**src/rtl/tcs_pkg.sv**
```systemverilog
package tcs_pkg;
    localparam int EP_N     = 4;
    localparam int REG_W    = 32;
    localparam int BUSY_BIT = 16;

    localparam logic [7:0] OFS_CMD    = 8'h40;
    localparam logic [7:0] OFS_CADDR  = 8'h44;
    localparam logic [7:0] OFS_EPSTAT = 8'h48;
    localparam logic [7:0] OFS_GSTAT  = 8'h4C;
    localparam logic [7:0] OFS_MBWP   = 8'h70;
    localparam logic [7:0] OFS_MBDATA = 8'h74;
    localparam logic [7:0] OFS_MBRP   = 8'h78;

    typedef logic [2:0] ep_code_t;

    // Codes with the top bit set name no endpoint.
    function automatic logic ep_code_ok(ep_code_t c);
        return c[2] == 1'b0;
    endfunction
endpackage

```
**src/rtl/tcs_ep_queue.sv**
```systemverilog
module tcs_ep_queue #(
    parameter int ADDR_W = 32,
    parameter int SIZE_W = 16,
    parameter int DEPTH  = 2
) (
    input  logic                        clk,
    input  logic                        rst_n,
    input  logic                        push_i,
    input  logic [ADDR_W-1:0]           push_addr_i,
    input  logic [SIZE_W-1:0]           push_size_i,
    input  logic                        issue_i,
    input  logic                        pop_i,
    output logic [$clog2(DEPTH+1)-1:0]  cnt_o,
    output logic                        full_o,
    output logic                        req_o,
    output logic                        inflight_o,
    output logic [ADDR_W-1:0]           head_addr_o,
    output logic [SIZE_W-1:0]           head_size_o
);
    localparam int CW = $clog2(DEPTH + 1);
    localparam int IW = (DEPTH > 1) ? $clog2(DEPTH) : 1;

    typedef struct packed {
        logic [CW-1:0]                  cnt;
        logic [IW-1:0]                  hd;
        logic                           issued;
        logic [DEPTH-1:0][ADDR_W-1:0]   addr;
        logic [DEPTH-1:0][SIZE_W-1:0]   size;
    } q_st_t;

    q_st_t st_d, st_q;
    logic  push_ok, pop_ok;
    logic [IW-1:0] wr_slot;

    always_comb begin
        st_d    = st_q;
        push_ok = push_i && (st_q.cnt < CW'(DEPTH));
        pop_ok  = pop_i && st_q.issued;
        wr_slot = st_q.hd + st_q.cnt[IW-1:0];
        if (push_ok) begin
            st_d.addr[wr_slot] = push_addr_i;
            st_d.size[wr_slot] = push_size_i;
        end
        if (issue_i) begin
            st_d.issued = 1'b1;
        end
        if (pop_ok) begin
            st_d.hd     = st_q.hd + IW'(1);
            st_d.issued = 1'b0;
        end
        st_d.cnt = st_q.cnt + CW'(push_ok) - CW'(pop_ok);
    end

    always_ff @(posedge clk or negedge rst_n) begin
        if (!rst_n) st_q <= '0;
        else        st_q <= st_d;
    end

    assign cnt_o       = st_q.cnt;
    assign full_o      = (st_q.cnt == CW'(DEPTH));
    assign req_o       = (st_q.cnt != '0) && !st_q.issued;
    assign inflight_o  = st_q.issued;
    assign head_addr_o = st_q.addr[st_q.hd];
    assign head_size_o = st_q.size[st_q.hd];
endmodule

```
**src/rtl/tcs_rr_arb.sv**
```systemverilog
module tcs_rr_arb #(
    parameter int N = 4
) (
    input  logic                 clk,
    input  logic                 rst_n,
    input  logic [N-1:0]         req_i,
    input  logic                 accept_i,
    output logic                 any_o,
    output logic [$clog2(N)-1:0] gnt_o
);
    localparam int IW = $clog2(N);

    typedef struct packed {
        logic [IW-1:0] rr;
        logic          held;
        logic [IW-1:0] hidx;
    } arb_st_t;

    arb_st_t st_d, st_q;
    logic [IW-1:0] pick, cand;
    logic          found;

    always_comb begin
        st_d  = st_q;
        found = 1'b0;
        pick  = '0;
        cand  = '0;
        if (st_q.held) begin
            pick  = st_q.hidx;
            found = req_i[st_q.hidx];
        end else begin
            for (int k = 0; k < N; k++) begin
                cand = st_q.rr + IW'(k);
                if (!found && req_i[cand]) begin
                    found = 1'b1;
                    pick  = cand;
                end
            end
        end
        if (found && accept_i) begin
            st_d.rr   = pick + IW'(1);
            st_d.held = 1'b0;
        end else if (found) begin
            st_d.held = 1'b1;
            st_d.hidx = pick;
        end else begin
            st_d.held = 1'b0;
        end
    end

    always_ff @(posedge clk or negedge rst_n) begin
        if (!rst_n) st_q <= '0;
        else        st_q <= st_d;
    end

    assign any_o = found;
    assign gnt_o = pick;
endmodule

```
**src/rtl/tcs_cpl_ring.sv**
```systemverilog
module tcs_cpl_ring #(
    parameter int DEPTH  = 4,
    parameter int SIZE_W = 16
) (
    input  logic                       clk,
    input  logic                       rst_n,
    input  logic                       push_i,
    input  logic [2:0]                 push_code_i,
    input  logic [SIZE_W-1:0]          push_size_i,
    input  logic                       rp_we_i,
    input  logic [$clog2(DEPTH):0]     rp_wdata_i,
    output logic [$clog2(DEPTH):0]     wp_o,
    output logic [$clog2(DEPTH):0]     rp_o,
    output logic [2:0]                 rd_code_o,
    output logic [SIZE_W-1:0]          rd_size_o,
    output logic                       unread_o
);
    localparam int PW = $clog2(DEPTH) + 1;
    localparam int EW = 3 + SIZE_W;

    typedef struct packed {
        logic [PW-1:0]              wp;
        logic [PW-1:0]              rp;
        logic [DEPTH-1:0][EW-1:0]   mem;
    } ring_st_t;

    ring_st_t st_d, st_q;
    logic     full;
    logic [EW-1:0] rd_ent;

    always_comb begin
        st_d = st_q;
        full = ((st_q.wp - st_q.rp) == PW'(DEPTH));
        if (push_i && !full) begin
            st_d.mem[st_q.wp[PW-2:0]] = {push_code_i, push_size_i};
            st_d.wp = st_q.wp + PW'(1);
        end
        if (rp_we_i) begin
            st_d.rp = rp_wdata_i;
        end
    end

    always_ff @(posedge clk or negedge rst_n) begin
        if (!rst_n) st_q <= '0;
        else        st_q <= st_d;
    end

    assign rd_ent    = st_q.mem[st_q.rp[PW-2:0]];
    assign rd_code_o = rd_ent[EW-1 -: 3];
    assign rd_size_o = rd_ent[SIZE_W-1:0];
    assign wp_o      = st_q.wp;
    assign rp_o      = st_q.rp;
    assign unread_o  = (st_q.wp != st_q.rp);
endmodule

```
**src/rtl/tx_cmd_sched.sv**
```systemverilog
module tx_cmd_sched
    import tcs_pkg::*;
#(
    parameter int ADDR_W     = 32,
    parameter int SIZE_W     = 16,
    parameter int SEG_DEPTH  = 2,
    parameter int MBOX_DEPTH = 4,
    parameter int BUSY_CYC   = 2
) (
    input  logic              clk,
    input  logic              rst_n,
    input  logic              reg_wr,
    input  logic [7:0]        reg_addr,
    input  logic [31:0]       reg_wdata,
    output logic [31:0]       reg_rdata,
    output logic              seg_valid,
    input  logic              seg_ready,
    output logic [2:0]        seg_ep,
    output logic [ADDR_W-1:0] seg_addr,
    output logic [SIZE_W-1:0] seg_size,
    output logic              seg_zlp,
    input  logic              done_valid,
    input  logic [2:0]        done_ep
);
    localparam int CW = $clog2(SEG_DEPTH + 1);
    localparam int EW = $clog2(EP_N);
    localparam int PW = $clog2(MBOX_DEPTH) + 1;
    localparam int BW = $clog2(BUSY_CYC + 1);

    typedef struct packed {
        logic [ADDR_W-1:0] caddr;
        logic [BW-1:0]     busy_cnt;
    } top_st_t;

    top_st_t st_d, st_q;

    logic                     busy, cmd_wr, cmd_ok, done_ok;
    ep_code_t                 cmd_code;
    logic [EP_N-1:0]          push_v, issue_v, pop_v, req_v, full_v, infl_v;
    logic [EP_N*CW-1:0]       cnt_flat;
    logic [ADDR_W-1:0]        hd_addr [EP_N];
    logic [SIZE_W-1:0]        hd_size [EP_N];
    logic                     arb_any;
    logic [EW-1:0]            arb_gnt;
    logic                     ring_push, rp_we;
    logic [PW-1:0]            ring_wp, ring_rp;
    logic [2:0]               ring_code;
    logic [SIZE_W-1:0]        ring_size;
    logic                     ring_unread;

    assign busy     = (st_q.busy_cnt != '0);
    assign cmd_wr   = reg_wr && (reg_addr == OFS_CMD);
    assign cmd_ok   = cmd_wr && !busy;
    assign cmd_code = reg_wdata[31:29];
    assign done_ok  = done_valid && ep_code_ok(done_ep);
    assign rp_we    = reg_wr && (reg_addr == OFS_MBRP);

    always_comb begin
        st_d = st_q;
        if (reg_wr && (reg_addr == OFS_CADDR)) begin
            st_d.caddr = reg_wdata[ADDR_W-1:0];
        end
        if (cmd_ok)    st_d.busy_cnt = BW'(BUSY_CYC);
        else if (busy) st_d.busy_cnt = st_q.busy_cnt - BW'(1);
    end

    always_ff @(posedge clk or negedge rst_n) begin
        if (!rst_n) st_q <= '0;
        else        st_q <= st_d;
    end

    generate
        for (genvar i = 0; i < EP_N; i++) begin : g_ep
            assign push_v[i]  = cmd_ok && ep_code_ok(cmd_code) && (cmd_code[EW-1:0] == EW'(i));
            assign issue_v[i] = arb_any && seg_ready && (arb_gnt == EW'(i));
            assign pop_v[i]   = done_ok && (done_ep[EW-1:0] == EW'(i));

            tcs_ep_queue #(
                .ADDR_W (ADDR_W),
                .SIZE_W (SIZE_W),
                .DEPTH  (SEG_DEPTH)
            ) u_q (
                .clk         (clk),
                .rst_n       (rst_n),
                .push_i      (push_v[i]),
                .push_addr_i (st_q.caddr),
                .push_size_i (reg_wdata[SIZE_W-1:0]),
                .issue_i     (issue_v[i]),
                .pop_i       (pop_v[i]),
                .cnt_o       (cnt_flat[i*CW +: CW]),
                .full_o      (full_v[i]),
                .req_o       (req_v[i]),
                .inflight_o  (infl_v[i]),
                .head_addr_o (hd_addr[i]),
                .head_size_o (hd_size[i])
            );
        end
    endgenerate

    tcs_rr_arb #(.N(EP_N)) u_arb (
        .clk      (clk),
        .rst_n    (rst_n),
        .req_i    (req_v),
        .accept_i (seg_ready),
        .any_o    (arb_any),
        .gnt_o    (arb_gnt)
    );

    assign ring_push = done_ok && infl_v[done_ep[EW-1:0]];

    tcs_cpl_ring #(
        .DEPTH  (MBOX_DEPTH),
        .SIZE_W (SIZE_W)
    ) u_ring (
        .clk         (clk),
        .rst_n       (rst_n),
        .push_i      (ring_push),
        .push_code_i (done_ep),
        .push_size_i (hd_size[done_ep[EW-1:0]]),
        .rp_we_i     (rp_we),
        .rp_wdata_i  (reg_wdata[PW-1:0]),
        .wp_o        (ring_wp),
        .rp_o        (ring_rp),
        .rd_code_o   (ring_code),
        .rd_size_o   (ring_size),
        .unread_o    (ring_unread)
    );

    assign seg_valid = arb_any;
    assign seg_ep    = 3'(arb_gnt);
    assign seg_addr  = hd_addr[arb_gnt];
    assign seg_size  = hd_size[arb_gnt];
    assign seg_zlp   = arb_any && (hd_size[arb_gnt] == '0);

    always_comb begin
        reg_rdata = '0;
        case (reg_addr)
            OFS_CMD:    reg_rdata[BUSY_BIT] = busy;
            OFS_CADDR:  reg_rdata[ADDR_W-1:0] = st_q.caddr;
            OFS_EPSTAT: begin
                for (int i = 0; i < EP_N; i++) begin
                    reg_rdata[4*i +: 4] = {1'b0, full_v[i], 2'(cnt_flat[i*CW +: CW])};
                end
            end
            OFS_GSTAT:  reg_rdata[0] = ring_unread;
            OFS_MBWP:   reg_rdata[PW-1:0] = ring_wp;
            OFS_MBDATA: begin
                reg_rdata[31:29]       = ring_code;
                reg_rdata[SIZE_W-1:0]  = ring_size;
            end
            OFS_MBRP:   reg_rdata[PW-1:0] = ring_rp;
            default:    reg_rdata = '0;
        endcase
    end
endmodule

```
**config.mk**
```make
export PLATFORM = sky130hd
export DESIGN_NAME = tx_cmd_sched
export DESIGN_NICKNAME = d
export VERILOG_FILES = /design/src/rtl/tcs_pkg.sv /design/src/rtl/tcs_ep_queue.sv /design/src/rtl/tcs_rr_arb.sv /design/src/rtl/tcs_cpl_ring.sv /design/src/rtl/tx_cmd_sched.sv
export SDC_FILE = /design/constraint.sdc
export NUM_CORES = 1
export LEC_CHECK = 0
export CORE_UTILIZATION = 25
export CTS_CLUSTER_DIAMETER = 30
export DETAILED_ROUTE_END_ITERATION = 10
export GPL_TIMING_DRIVEN = 0
export PLACE_DENSITY = 0.45
export SYNTH_ARGS = -nofsm -noshare
export SYNTH_HDL_FRONTEND = slang
export SYNTH_HIERARCHICAL = 1
export SYNTH_SLANG_ARGS = --single-unit
```
**constraint.sdc**
```tcl
create_clock -name clk -period 3.6 [get_ports clk]
set_input_delay 0.72 -clock clk [delete_from_list [all_inputs] [get_ports clk]]
set_output_delay 0.72 -clock clk [all_outputs]
set_load 0.01 [all_outputs]
```
== After elaboration in Yosys (flattened, before gate mapping) ==
Cells that the tools add are included.

* Register bits after elaboration: 521
* Output and inout port bits: 85
* Bits of input ports: 48
* Logic and storage cells: 279

* Reductions and logical operators: 66
* Equal/unequal tests: 22
* Order comparisons: 27
* $add $sub $neg: 23
* Multiplexer cells: 97
* Bitwise operators: 5

{| class="wikitable"
|+ Operators by type and width
! cell !! number
|-
| 32-bit 2-to-1 mux || 14
|-
| 64-bit bitwise mux || 4
|-
| 16-bit 2-to-1 mux || 16
|-
| 32-bit bitwise mux || 4
|-
| 32-bit demux with 1-bit select || 4
|-
| 76-bit bitwise mux || 1
|-
| 16-bit binary-select mux with 2-bit select || 2
|-
| 32-bit binary-select mux with 2-bit select || 1
|-
| 16-bit demux with 1-bit select || 4
|-
| 8-bit by 7-bit equality test with 1-bit output, second input constant || 7
|-
| 1-bit logical AND || 42
|-
| 13-bit one-hot mux with 3 select lines || 1
|-
| 19-bit binary-select mux with 2-bit select || 1
|-
| 19-bit demux with 2-bit select || 1
|-
| 19-bit 2-to-1 mux || 2
|-
| 2-bit by 3-bit less-than comparator with 1-bit output, second input constant || 8
|-
| 1-bit 2-to-1 mux || 24
|-
| 2-bit equality test, second input constant || 10
|-
| 2-bit nonzero test || 10
|-
| 16-bit logical NOT || 1
|-
| 1-bit by 2-bit less-than comparator with 1-bit output, second input constant || 8
|-
| 2-bit 2-to-1 mux || 7
|-
| 1-bit binary-select mux with 2-bit select || 6
|-
| 12-bit 2-to-1 mux || 1
|-
| 25 further kinds || 61
|}

== Longest topological paths before layout ==
Gate-level depths: netlist of run 1.

* Depth after elaboration: 24
* Gate-level depth with buffers: 12
* Gate-level depth less buffers: 9

== Modules after synthesis ==
The synthesis of run 1 kept the hierarchy.

{| class="wikitable"
|+ By module, submodules not included
! module !! cells an instance !! sequential area each (um^2) !! area an instance (um^2) !! instances
|-
| tcs_ep_queue || 278 || 2,502.4 || 4,489.3 || 4
|-
| tcs_cpl_ring || 224 || 2,052.0 || 3,890.0 || 1
|-
| tx_cmd_sched || 276 || 850.8 || 3,604.7 || 1
|-
| tcs_rr_arb || 36 || 125.1 || 380.4 || 1
|}

== Worst setup path after synthesis of run 1 ==
OpenSTA, ideal clock, no wires.

* Path kind: flip-flop to output port
* Start: register g_ep[1].u_q.st_q, in the netlist g_ep[1].u_q/cnt_o[0]
* End: output seg_zlp
* Buffers on the path: 2
* Stages on the path, launching flop included: 12
* Arrival time: 3.061 ns
* Setup slack: -0.181 ns
* Data required time: 2.880 ns
* Path through: dfrtp_1 > nor2_1 > nor2_1 > and4bb_1 > o21a_1 > a221oi_2 > buf_2 > clkbuf_1 > mux4_2 > nor4_2 > nand4_1 > nor4_2

* Longest elaborated chain between the ends: 24
* Elaborated cells on any way between the ends: 37
* Classes of those cells: 26 x mux; 1 x bitwise; 10 x reduce/logical

{| class="wikitable"
|+ Ends and longest elaborated chain
! item !! line !! text
|-
| start, declared || tcs_ep_queue.sv:31 || <nowiki>q_st_t st_d, st_q;</nowiki>
|-
| start signal, assigned || tcs_ep_queue.sv:56 || <nowiki>else st_q <= st_d;</nowiki>
|-
| 2-bit nonzero test * || tcs_ep_queue.sv:61 || <nowiki>assign req_o = (st_q.cnt != '0) && !st_q.issued;</nowiki>
|-
| 1-bit logical AND * || tcs_ep_queue.sv:61 ||
|-
| named net req_v[1] || tx_cmd_sched.sv:39 || <nowiki>logic [EP_N-1:0] push_v, issue_v, pop_v, req_v, full_v, infl_v;</nowiki>
|-
| 1-bit binary-select mux with 2-bit select || tcs_rr_arb.sv:34 || <nowiki>if (!found && req_i[cand]) begin</nowiki>
|-
| 1-bit 2-to-1 mux (implied by the code) || tcs_rr_arb.sv:34 ||
|-
| 1-bit 2-to-1 mux || tcs_rr_arb.sv:34 ||
|-
| 1-bit 2-to-1 mux || tcs_rr_arb.sv:28 || <nowiki>if (st_q.held) begin</nowiki>
|-
| 1-bit logical NOT || tcs_rr_arb.sv:34 ||
|-
| [10 not listed] || n/a ||
|-
| 2-bit 2-to-1 mux * || tcs_rr_arb.sv:28 ||
|-
| named net seg_ep[1] || tx_cmd_sched.sv:18 || <nowiki>output logic [2:0] seg_ep,</nowiki>
|-
| 2-bit inverter with 3-bit output * || n/a ||
|-
| 16-bit binary-select mux with 2-bit select * || n/a ||
|-
| 16-bit 2-to-1 mux * (2 in a row) || n/a ||
|-
| named net seg_size[15] || tx_cmd_sched.sv:20 || <nowiki>output logic [SIZE_W-1:0] seg_size,</nowiki>
|-
| 16-bit logical NOT * || tx_cmd_sched.sv:133 || <nowiki>assign seg_zlp = arb_any && (hd_size[arb_gnt] == '0);</nowiki>
|-
| 1-bit logical AND * || tx_cmd_sched.sv:133 ||
|-
| end, declared || tx_cmd_sched.sv:21 || <nowiki>output logic seg_zlp,</nowiki>
|}

Mark *: on every way through the listed nets, which the timed path passes. The rest lies on a longest branch. The select of a mux whose other input is x is not followed.

== Worst setup path in the final report of run 1 ==
* Start: register g_ep[0].u_q.st_q, in the netlist g_ep[0].u_q/cnt_o[1]
* End: output seg_size[11]

* Longest elaborated chain between the ends: 22
* Elaborated cells on any way between the ends: 31
* Classes of those cells: 22 x mux; 1 x bitwise; 8 x reduce/logical

{| class="wikitable"
|+ Ends and longest elaborated chain
! item !! line !! text
|-
| start, declared || tcs_ep_queue.sv:31 ||
|-
| start signal, assigned || tcs_ep_queue.sv:56 ||
|-
| 2-bit nonzero test * || tcs_ep_queue.sv:61 ||
|-
| 1-bit logical AND * || tcs_ep_queue.sv:61 ||
|-
| named net req_v[0] || tx_cmd_sched.sv:39 ||
|-
| 1-bit binary-select mux with 2-bit select || tcs_rr_arb.sv:34 ||
|-
| 1-bit 2-to-1 mux (implied by the code) || tcs_rr_arb.sv:34 ||
|-
| 1-bit 2-to-1 mux || tcs_rr_arb.sv:34 ||
|-
| 1-bit 2-to-1 mux || tcs_rr_arb.sv:28 ||
|-
| 1-bit logical NOT || tcs_rr_arb.sv:34 ||
|-
| [6 not listed] || n/a ||
|-
| 1-bit 2-to-1 mux || tcs_rr_arb.sv:28 ||
|-
| 1-bit logical NOT || tcs_rr_arb.sv:34 ||
|-
| 1-bit logical AND || tcs_rr_arb.sv:34 ||
|-
| 2-bit 2-to-1 mux * || tcs_rr_arb.sv:34 ||
|-
| 2-bit 2-to-1 mux * || tcs_rr_arb.sv:28 ||
|-
| 2-bit inverter with 3-bit output (implied by the code) * || tx_cmd_sched.sv:132 || <nowiki>assign seg_size = hd_size[arb_gnt];</nowiki>
|-
| 16-bit binary-select mux with 2-bit select * || tx_cmd_sched.sv:132 ||
|-
| 16-bit 2-to-1 mux (implied by the code) * (2 in a row) || tx_cmd_sched.sv:132 ||
|-
| end, declared || tx_cmd_sched.sv:20 ||
|}

Marked as above.

==> impl_results.md, run 1 <==
* Status: finished with violations
* Violated checks: setup timing
* Routed vias at 15590
* Syn Area/Cell at 15.67 µm²
* Critical Path End Type: primary output
* Final Max Tran Viols at 0
* Hold Fails Final Rpt at 0
* Setup TNS at -30.42 ns
* Register area share after synthesis at approximately half
* Synth warnings at 6
* Die width at between 300 and 400 µm
* TritonRoute pass-1 iters at 5
* Adder and majority gate portion of the synthesized area at 0.5328%
* Post-synth cell types at 63
* Pwr Density at approximately 680 nW/µm²
* Area contributors post-synth: dfrtp_1, mux2_2, mux4_2, mux2_4, mux2_1
* Post-synth top flop: dfrtp_1
* Setup ws final at -1.181 ns
* Max-Cap Viols at 0
* Syn_nets at between 1500 and 2000
* Synth area leader: dfrtp_1
* Worst setup endpoint: seg_size[11]
* Register clock-pin slew on the reported worst setup and hold paths at roughly 0.04 ns
* Final period util at 132.8%
* Synth Area in Compound Gates at 1.453%
* Clock buffer depth at 3
* Die ar. at 104600 µm²
* Worst hold path class: in -> async
* Sink Count at approximately 520
* Min cycle time layout at 4.781 ns
* Worst skew pair latency at approximately 0.7 ns
* TritonCTS buffer count at roughly 150
* Final setup viols at 50
* Post-synth ARST share at 100.0%
* Post-Syn Area at about 26000 µm²
* Mux contribution to synthesized area at between 30% and 40%
* Flops & latches, synth at about 520
* Grt ovf at 0
* Vias in the first global route at around 18000
* DR vias/cell at approximately 4.5
* Critical Path Fanout Max at 8
* RSZ-0062 raised after global routing: true
* Buf/Inv on CP at 14
* Max Clk Rate at roughly 0.21 GHz
* Yosys top cell area share at 50.47%
* Crit-path slowest cell: mux4_2
* Starting Density at between 20% and 30%
* First DRT Iteration DRCs at 719
* CP peak stage delay at roughly 0.55 ns
* Core area at roughly 100000 µm²
* ANT nets after route at 0
* Io pins at roughly 130
* Slew HR at between 20 and 30%
* All-Layer GR Usage at ~16%
* Final Cell Area at around 35000 µm²
* RR Startpoint: g_ep[0].u_q/cnt_o[1]
* Worst-margin pin slew at around 1.1 ns
* Critical Path RT at about 2.9 ns
* Dpl cell area at just under 30000 µm²
* DR DRC count at 0
* Global-route wire length before repair at 121100 µm
* P_leak at ~0.017 µW
* Port Buf Inserts at 130
* Fin Clk Skew at 0.02030 ns
* Post-DP HPWL at roughly 54000 µm
* Antenna violations before repair at 4
* Reg-to-Reg End: g_ep[1].u_q/inflight_o
* CP Cell Sequence: nor2_4, nor2_4, mux2i_1, nor2_1, o41ai_4, buf_6, buf_6, mux4_2, buf_6, buf_6, buf_6, buf_6, buf_6, buf_6, buf_6, buf_6, buf_6, buf_6, buf_6, buf_6
* Main combinational cell family by area after synthesis: multiplexers
* CP Launch Type: flop
* Flop-to-flop setup slack at approximately 0.66 ns
* Worst EP arrival at slightly above 4 ns
* Crit path max-delay family: buffers and inverters
* CP Depth at 20
* R2R depth at 17
* Peak supply drop at ~0.4 mV
* H-tree Lvls at 4
* Post-synthesis simple-gate area fraction at about 3.1%
* Worst Setup SP: g_ep[0].u_q/cnt_o[1]
* Final Power at 23940 µW
* Number of synthesized flops with an enable pin at 0
* Most frequent CP cell: buf_6
* Xor and xnor area share after synthesis at less than 1%
* DRT Wirelength at about 80000 µm
* Critical path class: reg -> out
* Clock Tree Root: clkbuf_16
* Final core occ at between 30 and 40%
* Most frequent cells in the layout: dfrtp_1, mux2_2, clkbuf_16, mux2_4, mux2_1
* Nets at slightly above 2000
* Wire length per cell at 23.43 µm
* Die span in y at approximately 320 µm
* Area Growth Syn to Fin at 36.16%
* Largest net degree at the start of global routing at 119
* Mapped Cells at 1648
* TritonCTS clock tree: done
* Global placement routability congestion at 0.7476
* Num rows at around 120
* Commonest non-fill, non-tap cell in the layout: dfrtp_1
* Ratio of cells with drive above 1 in the final layout at between 50 and 60%
## power breakdown
part	switching, µW	internal, µW	total, µW
logic	2330	2160	4490
clock network	3730	9400	13100
registers	236	6080	6320
total	6300	17600	23900
## flip-flops by register name (all words and copies together), names as in the netlist
name / count
u_ring/rp_o: 3
st_q: 34
g_ep.u_q/st_q: 388
u_ring/wp_o: 3
u_ring/st_q: 76
g_ep.u_q/inflight_o: 4
g_ep.u_q/cnt_o: 8
u_arb/st_q: 5
## cells by family (layout without fill, tap and decap cells)
| family | after synthesis | in the layout |
|---|---|---|
| xor+xnor | 21 | 21 |
| mux | 787 | 787 |
| other cells | 1 | 3 |
| compound gates | 43 | 43 |
| simple gates | 133 | 133 |
| fa+ha+maj | 11 | 11 |
| flops | 521 | 521 |
| buf+inv | 131 | 603 |
## routing by layer
layer	vias to the layer above	track usage, %	routed length [µm]	part of all wire (%)
li1	6854	-	-	-
met1	8279	21.35	37760	46
met2	325	25.25	38800	47
met3	119	3.625	3045	3.7
met4	8	6.077	2119	2.6
met5	-	0	56	0.068
## through the flow
| step | worst slack [ns] | hold slack (ns) | cells |
|---|---|---|---|
| 6_report | -1.181 | 0.02343 | 3490 |
| 5_1_grt | -1.319 | 0.06189 | 3488 |
| 4_1_cts | -1.373 | 0.03093 | 3471 |
| 3_5_place_dp | -2.274 | 0.4684 | 3150 |
| 3_3_place_gp | -21.86 | 0.4612 | 3146 |
| 2_1_floorplan | 0.01998 | 0.4244 | 1648 |
## cells in the mapped netlist (5+ instances only)
cell type	n
xnor2_2	5
o21ai_0	5
and2_1	13
nor2b_1	9
xnor2_1	9
nor2b_4	5
buf_2	44
nor2_1	16
nor3b_1	8
mux2i_1	12
ha_1	11
buf_6	21
dfrtp_1	521
xor2_1	6
mux2_2	475
nor3_1	7
nand2_1	39
buf_12	12
buf_4	26
inv_1	14
a22o_1	7
and3_1	5
mux2_4	111
clkbuf_1	12
mux2_1	105
a22oi_1	10
mux4_1	8
mux4_2	76
## repair_timing
action / in CTS / in global routing
hold buffers: 0 / 0
buffers inserted: 55 / 15
resized for setup: 336 / 46
cloned: 3 / 2
setup endpoints to repair: 87 / 96
pin swaps: 13 / 3
## cell type report
| cell class | instances | area [µm²] |
|---|---|---|
| plain buffers | 114 | 1172 |
| fillers | 9845 | 66860 |
| inverters | 14 | 52.55 |
| diodes | 2 | 5.005 |
| clock buffers | 209 | 4257 |
| repair buffers | 209 | 2158 |
| flip-flops and latches | 521 | 13050 |
| well taps | 1368 | 1712 |
| multi-input cells | 996 | 11940 |
| clock inverters | 57 | 824.5 |
## how the worst min path moves through the flow
| stage | startpoint | endpoint | slack [ns] | depth (start not counted) |
|---|---|---|---|---|
| floorplan | rst_n | g_ep[0].u_q/cnt_o[0] | 0.42 | 0 |
| global placement | g_ep[3].u_q/st_q[70] | g_ep[3].u_q/st_q[70] | 0.46 | 1 |
| detailed placement | g_ep[3].u_q/st_q[67] | g_ep[3].u_q/st_q[67] | 0.47 | 1 |
| CTS | rst_n | u_ring/st_q[66] | 0.03 | 1 |
| global route | rst_n | u_ring/st_q[9] | 0.06 | 1 |
| finish | rst_n | u_ring/st_q[9] | 0.02 | 1 |
## worst register-to-register path: cells and delay by family, from the launching register on
kind | cells | cell delay [ns]
mux | 2 | 0.28
flops | 1 | 0.43
simple gates | 4 | 0.49
compound gates | 1 | 0.34
buf+inv | 10 | 1.32
Power figures use the tool's default switching activity.
==> inputs of run 2 (changes only) <==
--- a/config.mk
+++ b/config.mk
@@ -9,7 +9,7 @@
 export CTS_CLUSTER_DIAMETER = 30
 export DETAILED_ROUTE_END_ITERATION = 10
 export GPL_TIMING_DRIVEN = 0
-export PLACE_DENSITY = 0.45
+export PLACE_DENSITY = 0.44
 export SYNTH_ARGS = -nofsm -noshare
 export SYNTH_HDL_FRONTEND = slang
 export SYNTH_HIERARCHICAL = 1
==> constraint.sdc (replaced) <==
create_clock -name clk -period 5.9 [get_ports clk]
set_input_delay 1.18 -clock clk [delete_from_list [all_inputs] [get_ports clk]]
set_output_delay 1.18 -clock clk [all_outputs]
set_load 0.01 [all_outputs]
==> impl_results.md, run 2 (same netlist as run 1, synthesis figures left out) <==
* Crit-path slowest cell: mux4_1
* DR vias/cell at approximately 4.5
* Final period util at around 97%
* DRT Wirelength at between 80000 and 90000 µm
* RR Startpoint: g_ep[2].u_q/cnt_o[0]
* Global placement routability congestion at 0.7512
* Buf/Inv on CP at 3
* Final Max Tran Viols at 0
* DR DRC count at 0
* Final Cell Area at around 34000 µm²
* Critical path class: reg -> out
* Fillers at slightly below 10000
* Area Growth Syn to Fin at 33.10%
* Commonest non-fill, non-tap cell in the layout: dfrtp_1
* Ratio of cells with drive above 1 in the final layout at 52.06%
* Placed Cells at ~3200
* Io pins at between 100 and 150
* Critical Path RT at about 4.7 ns
* Register clock-pin slew on the reported worst setup and hold paths at 0.04 ns
* Antenna violations before repair at 3
* First DRT Iteration DRCs at about 760
* Top flop regs: g_ep.u_q/st_q: 388 flops, u_ring/st_q: 76 flops, st_q: 34 flops
* Worst-margin pin slew at between 1 and 1.5 ns
* Setup TNS at 0 ns
* Worst hold path class: in -> async
* GR Layer Usage met3 at between 3 and 4%
* Die width at around 320 µm
* Max reg flops at about 390
* Hold Fails Final Rpt at 0
* Die span in y at 323.5 µm
* Routed vias at 15430
* Critical Path Fanout Max at 8
* Final setup viols at 0
* Grt ovf at 0
* Largest net degree at the start of global routing at about 110
* P_leak at around 0.016 µW
* Peak supply drop at about 0.28 mV
* Slew HR at approximately a quarter
* Worst EP arrival at around 4.5 ns
* Crit path max-delay family: simple AND/OR/NAND/NOR gates
* Critical Path End Type: primary output
* CP peak stage delay at between 0.7 and 0.8 ns
* RSZ-0062 raised after global routing: false
* Port Buf Inserts at 130
* Most frequent CP cell: nor4_2
* Final core occ at 33.70%
* Dpl cell area at around 29000 µm²
* Min cycle time layout at 5.699 ns
* TritonRoute pass-1 iters at 5
* Clock Tree Root: clkbuf_16
* Max-Cap Viols at 0
* Clock buffer depth at 3
* Core area at approximately 100000 µm²
* Pwr Density at slightly above 400 nW/µm²
* Hold buffers post-CTS at 0
* Finished Layout Cells at about 3400
* Status: complete, no violations
* Worst skew pair latency at 0.72 ns
* Max Clk Rate at 0.1755 GHz
* ANT nets after route at 0
* Gr busiest metal: met2
* Nets at around 2000
* Die ar. at 104600 µm²
* CP Launch Type: flop
* Global-route wire length before repair at around 120000 µm
* Most frequent cells in the layout: dfrtp_1, mux2_2, clkbuf_16, clkdlybuf4s50_1, mux2_4
* Fin Clk Skew at just over 0.02 ns
* CP Cell Sequence: nor2_2, nor2_4, mux2i_1, nor2_1, o41ai_4, buf_6, buf_4, mux4_1, nor4_2, nand4_1, nor4_2, dlygate4sd2_1
* Most flops, register: g_ep.u_q/st_q
* Met1 Usage GRT at 20.84%
* TritonCTS clock tree: done
* Post-DP HPWL at 53720 µm
* Starting Density at 25.32%
* Num rows at 117
* Met2 usage at 25.47%
* Sink Count at 521
* H-tree Lvls at 4
* Wire length per cell at about 24 µm
* Worst Setup SP: g_ep[0].u_q/cnt_o[0]
* TritonCTS buffer count at 148
* Vias in the first global route at between 15000 and 20000
* All-Layer GR Usage at about 16%
==> run 2: cell count changes in the layout (fill, tap and decap cells not counted), sizes merged <==
cell	delta
buf	-95
clkdlybuf4s50	+80
dlygate4sd2	-31
clkbuf	-21
clkinv	+8
clkinvlp	+8
dlymetal6s2s	-3
bufbuf	-1
bufinv	+1
inv	-1
==> run 2: metal layers <==
metal,wire length (µm),vias to the layer above
met3,3395,126
met4,2051,4
li1,-,6757
met5,26,-
met1,36620,8189
met2,38680,349
==> run 2: through the flow <==
stage               setup WS, ns  power (µW)  hold WS, ns
global route             0.07148       14850       0.3975
floorplan                  1.659        5134       0.4522
CTS                      0.02921       14530       0.3774
global placement          -20.06        6042       0.4615
detailed placement        -1.106        6080       0.4684
finish                    0.2012       14290       0.4039
==> run 2: worst register-to-register path, cell delays in order, from the launching register on <==
cell,delay (ns)
dfrtp_2,0.47
nor2_1,0.09
nor2_2,0.25
or2_1,0.21
o221ai_1,0.14
a221oi_2,0.23
buf_4,0.17
buf_6,0.17
clkbuf_8,0.26
buf_2,0.36
buf_2,0.45
and4_1,0.26
inv_1,0.05
mux2i_1,0.13
==> run 2: cell type report <==
cell class	instances	area [µm²]	area share, %
Antenna cell	2	5.005	0.01456
Buffer	117	960.9	2.795
Clock buffer	198	4195	12.20
Clock inverter	73	1032	3.002
Inverter	14	52.55	0.1528
Multi-Input combinational cell	996	11850	34.48
Sequential cell	521	13050	37.94
Tap cell	1368	1712	4.978
Timing Repair Buffer	146	1525	4.436
==> run 2: what timing repair did <==
action | 4_1_cts | 5_1_grt
setup endpoints to repair | 43 | 1
setup buffers | 11 | 0
gates resized for setup | 26 | 1
pin swaps | 6 | 2
gates cloned | 0 | 0
endpoints found under the hold margin | 0 | 0
==> run 2: path summary, 6_finish.rpt <==
kind / end / slack, ns / depth (start not counted)
min in group clk: g_ep[0].u_q/st_q[67] / 0.47 / 1
worst min register to register: g_ep[0].u_q/st_q[67] / 0.47 / 1
worst max register to register: g_ep[3].u_q/inflight_o / 2.57 / 13
worst min-delay path: u_ring/st_q[30] / 0.40 / 1
max in group asynchronous: g_ep[1].u_q/st_q[90] / 4.11 / 3
worst max-delay path: seg_zlp / 0.20 / 12
==> run 2: power by group <==
part           switching [µW]  internal [µW]  leakage (µW)
Sequential                163           3710       0.00722
Combinational            1310            910       0.00640
Clock                    2410           5790       0.00256
Total                    3880          10400        0.0162
==> inputs of run 3 (changes only) <==
--- a/config.mk
+++ b/config.mk
@@ -8,6 +8,7 @@
 export CORE_UTILIZATION = 25
 export CTS_CLUSTER_DIAMETER = 30
 export DETAILED_ROUTE_END_ITERATION = 10
+export GPL_ROUTABILITY_DRIVEN = 1
 export GPL_TIMING_DRIVEN = 0
 export PLACE_DENSITY = 0.44
 export SYNTH_ARGS = -nofsm -noshare
==> constraint.sdc (replaced) <==
create_clock -name clk -period 5.4 [get_ports clk]
set_input_delay 1.08 -clock clk [delete_from_list [all_inputs] [get_ports clk]]
set_output_delay 1.08 -clock clk [all_outputs]
set_load 0.01 [all_outputs]
==> impl_results.md, run 3 (same netlist as run 1, synthesis figures left out) <==
* Post-DP HPWL at about 54000 µm
* Max Clk Rate at around 0.19 GHz
* Critical path class: reg -> out
* Fillers at approximately 10000
* DR vias/cell at about 4.5
* Vias in the first global route at 17180
* CP Launch Type: flop
* Flop-to-flop setup slack at approximately 2.3 ns
* Max reg flops at slightly below 400
* H-tree Lvls at 4
* Multi-input gate area at 11880 µm²
* Final Max Tran Viols at 0
* Nets at between 2000 and 2500
* Reg-to-Reg End: u_ring/st_q[11]
* Register clock-pin slew on the reported worst setup and hold paths at roughly 0.040 ns
* P_leak at around 0.016 µW
* Commonest non-fill, non-tap cell in the layout: dfrtp_1
* TritonCTS buffer count at between 100 and 150
* First DRT Iteration DRCs at 695
* Worst hold path class: in -> async
* Core area at between 100000 and 150000 µm²
* Worst-margin pin slew at around 1.1 ns
* Hold buffers post-CTS at 0
* Antenna violations before repair at 3
* Clock buffer depth at 3
* Starting Density at approximately 25%
* Status: complete, no violations
* Top flop regs: g_ep.u_q/st_q: 388 flops, u_ring/st_q: 76 flops, st_q: 34 flops
* Clock Tree Root: clkbuf_16
* Sink Count at ~520
* Routed vias at 15510
* Max-Cap Viols at 0
* TritonRoute pass-1 iters at 4
* DRT Wirelength at between 80000 and 90000 µm
* CP peak stage delay at roughly 0.55 ns
* Die span in y at approximately 320 µm
* Crit path max-delay family: simple AND/OR/NAND/NOR gates
* Final period util at just under 100%
* Die width at between 300 and 400 µm
* Peak supply drop at between 0.3 and 0.4 mV
* Pwr Density at between 400 and 500 nW/µm²
* Most flops, register: g_ep.u_q/st_q
* Port Buf Inserts at between 100 and 150
* Global-route wire length before repair at around 120000 µm
* TritonCTS clock tree: done
* Largest net degree at the start of global routing at ~110
* Slew HR at around 28%
* Critical Path End Type: primary output
* RSZ-0062 raised after global routing: false
* Wire length per cell at ~24 µm
* Buf/Inv on CP at 4
* Critical Path Fanout Max at 7
* Crit-path slowest cell: mux4_2
* CP Cell Sequence: nor2_4, nor3b_1, o41ai_4, buf_6, buf_12, buf_16, mux4_2, nor4_4, nand4_1, nor4_2, buf_2
* Reg area at ~13000 µm²
* Setup TNS at 0 ns
* ANT nets after route at 0
* Worst skew pair latency at just over 0.7 ns
* All-Layer GR Usage at ~16%
* Num rows at roughly 120
* Critical Path RT at between 4 and 5 ns
* Area Growth Syn to Fin at 33.97%
* Die ar. at ~100000 µm²
* Worst EP arrival at about 4.3 ns
* Grt ovf at 0
* R2R depth at 8
* Worst hold margin at around 0.31 ns
* Final setup viols at 0
* RR Startpoint: u_ring/rp_o[1]
* Fin Clk Skew at between 0.015 and 0.02 ns
* DR DRC count at 0
* Min cycle time layout at ~5.3 ns
* Most frequent cells in the layout: dfrtp_1, mux2_2, clkbuf_16, clkdlybuf4s50_1, mux2_4
* Ratio of cells with drive above 1 in the final layout at a little over half
* Global placement routability congestion at approximately 0.75
* Hold Fails Final Rpt at 0
* Io pins at 133
run 3: cell count changes in the layout (fill, tap and decap cells not counted), moves of 3 or more:
cell | previous run | this run
mux4_1 | 6 | 3
nor2_4 | 2 | 7
mux4_2 | 78 | 81
buf_4 | 37 | 57
buf_2 | 43 | 37
nor2_2 | 7 | 4
diode_2 | 2 | 5
run 3: repair_timing:
| action | CTS | global route |
|---|---|---|
| resized for setup | 48 | 9 |
| pin swaps | 11 | 6 |
| gates cloned | 1 | 0 |
| endpoints found under the setup margin | 46 | 8 |
| buffers inserted | 27 | 0 |
run 3: how the worst max path moves through the flow:
stage / from / end / slack (ns) / cells after the start
after global routing: g_ep[1].u_q/inflight_o / seg_zlp / 0.003 / 11
after floorplan: g_ep[1].u_q/cnt_o[0] / seg_zlp / 1.26 / 11
after global placement: rst_n / st_q[26] / -20.46 / 1
after detailed placement: g_ep[0].u_q/cnt_o[0] / seg_zlp / -1.51 / 12
final: g_ep[1].u_q/inflight_o / seg_zlp / 0.06 / 11
after CTS: g_ep[0].u_q/cnt_o[0] / seg_zlp / -0.10 / 12
run 3: area by class of cell:
type	count	area share [%]
Clock buffer	198	12.12
Sequential cell	521	37.70
Timing Repair Buffer	163	4.859
Inverter	14	0.1518
Multi-Input combinational cell	996	34.32
Antenna cell	5	0.03615
Clock inverter	73	2.983
Buffer	116	2.881
Tap cell	1368	4.946
run 3: where the power goes:
part           leakage [µW]  switching [µW]  internal [µW]
registers           0.00722             161           4050
logic               0.00650            1520           1170
clock network       0.00256            2640           6330
total                0.0163            4330          11500
run 3: metal layers:
| layer | up-vias | routed length, µm | GRT usage [%] |
|---|---|---|---|
| met5 | - | 26 | 0 |
| met4 | 4 | 1971 | 5.635 |
| met3 | 119 | 3247 | 3.669 |
| met2 | 322 | 39030 | 25.71 |
| met1 | 8280 | 36980 | 20.92 |
| li1 | 6780 | - | - |
run 3: metrics by stage:
stage                     area, µm²  power [µW]  util [%]  setup slack [ns]  instances
final                         34610       15870     33.92           0.06313       3454
after global routing          34600       16480     33.91          0.003269       3449
after CTS                     34570       16090     33.88           -0.1031       3449
after detailed placement      28990        6643     28.41            -1.506       3151
after global placement        28850        6602     28.27            -20.46       3146
after floorplan               25830        5609         -             1.259       1648
run 3: worst register-to-register path: cells and delay by family (launching register included):
family          cells  cell delay, ns
flops               1            0.35
buf+inv             3            1.02
mux                 1            0.32
xor+xnor            1            0.17
compound gates      1            0.55
simple gates        1            0.30
fa+ha+maj           1            0.23
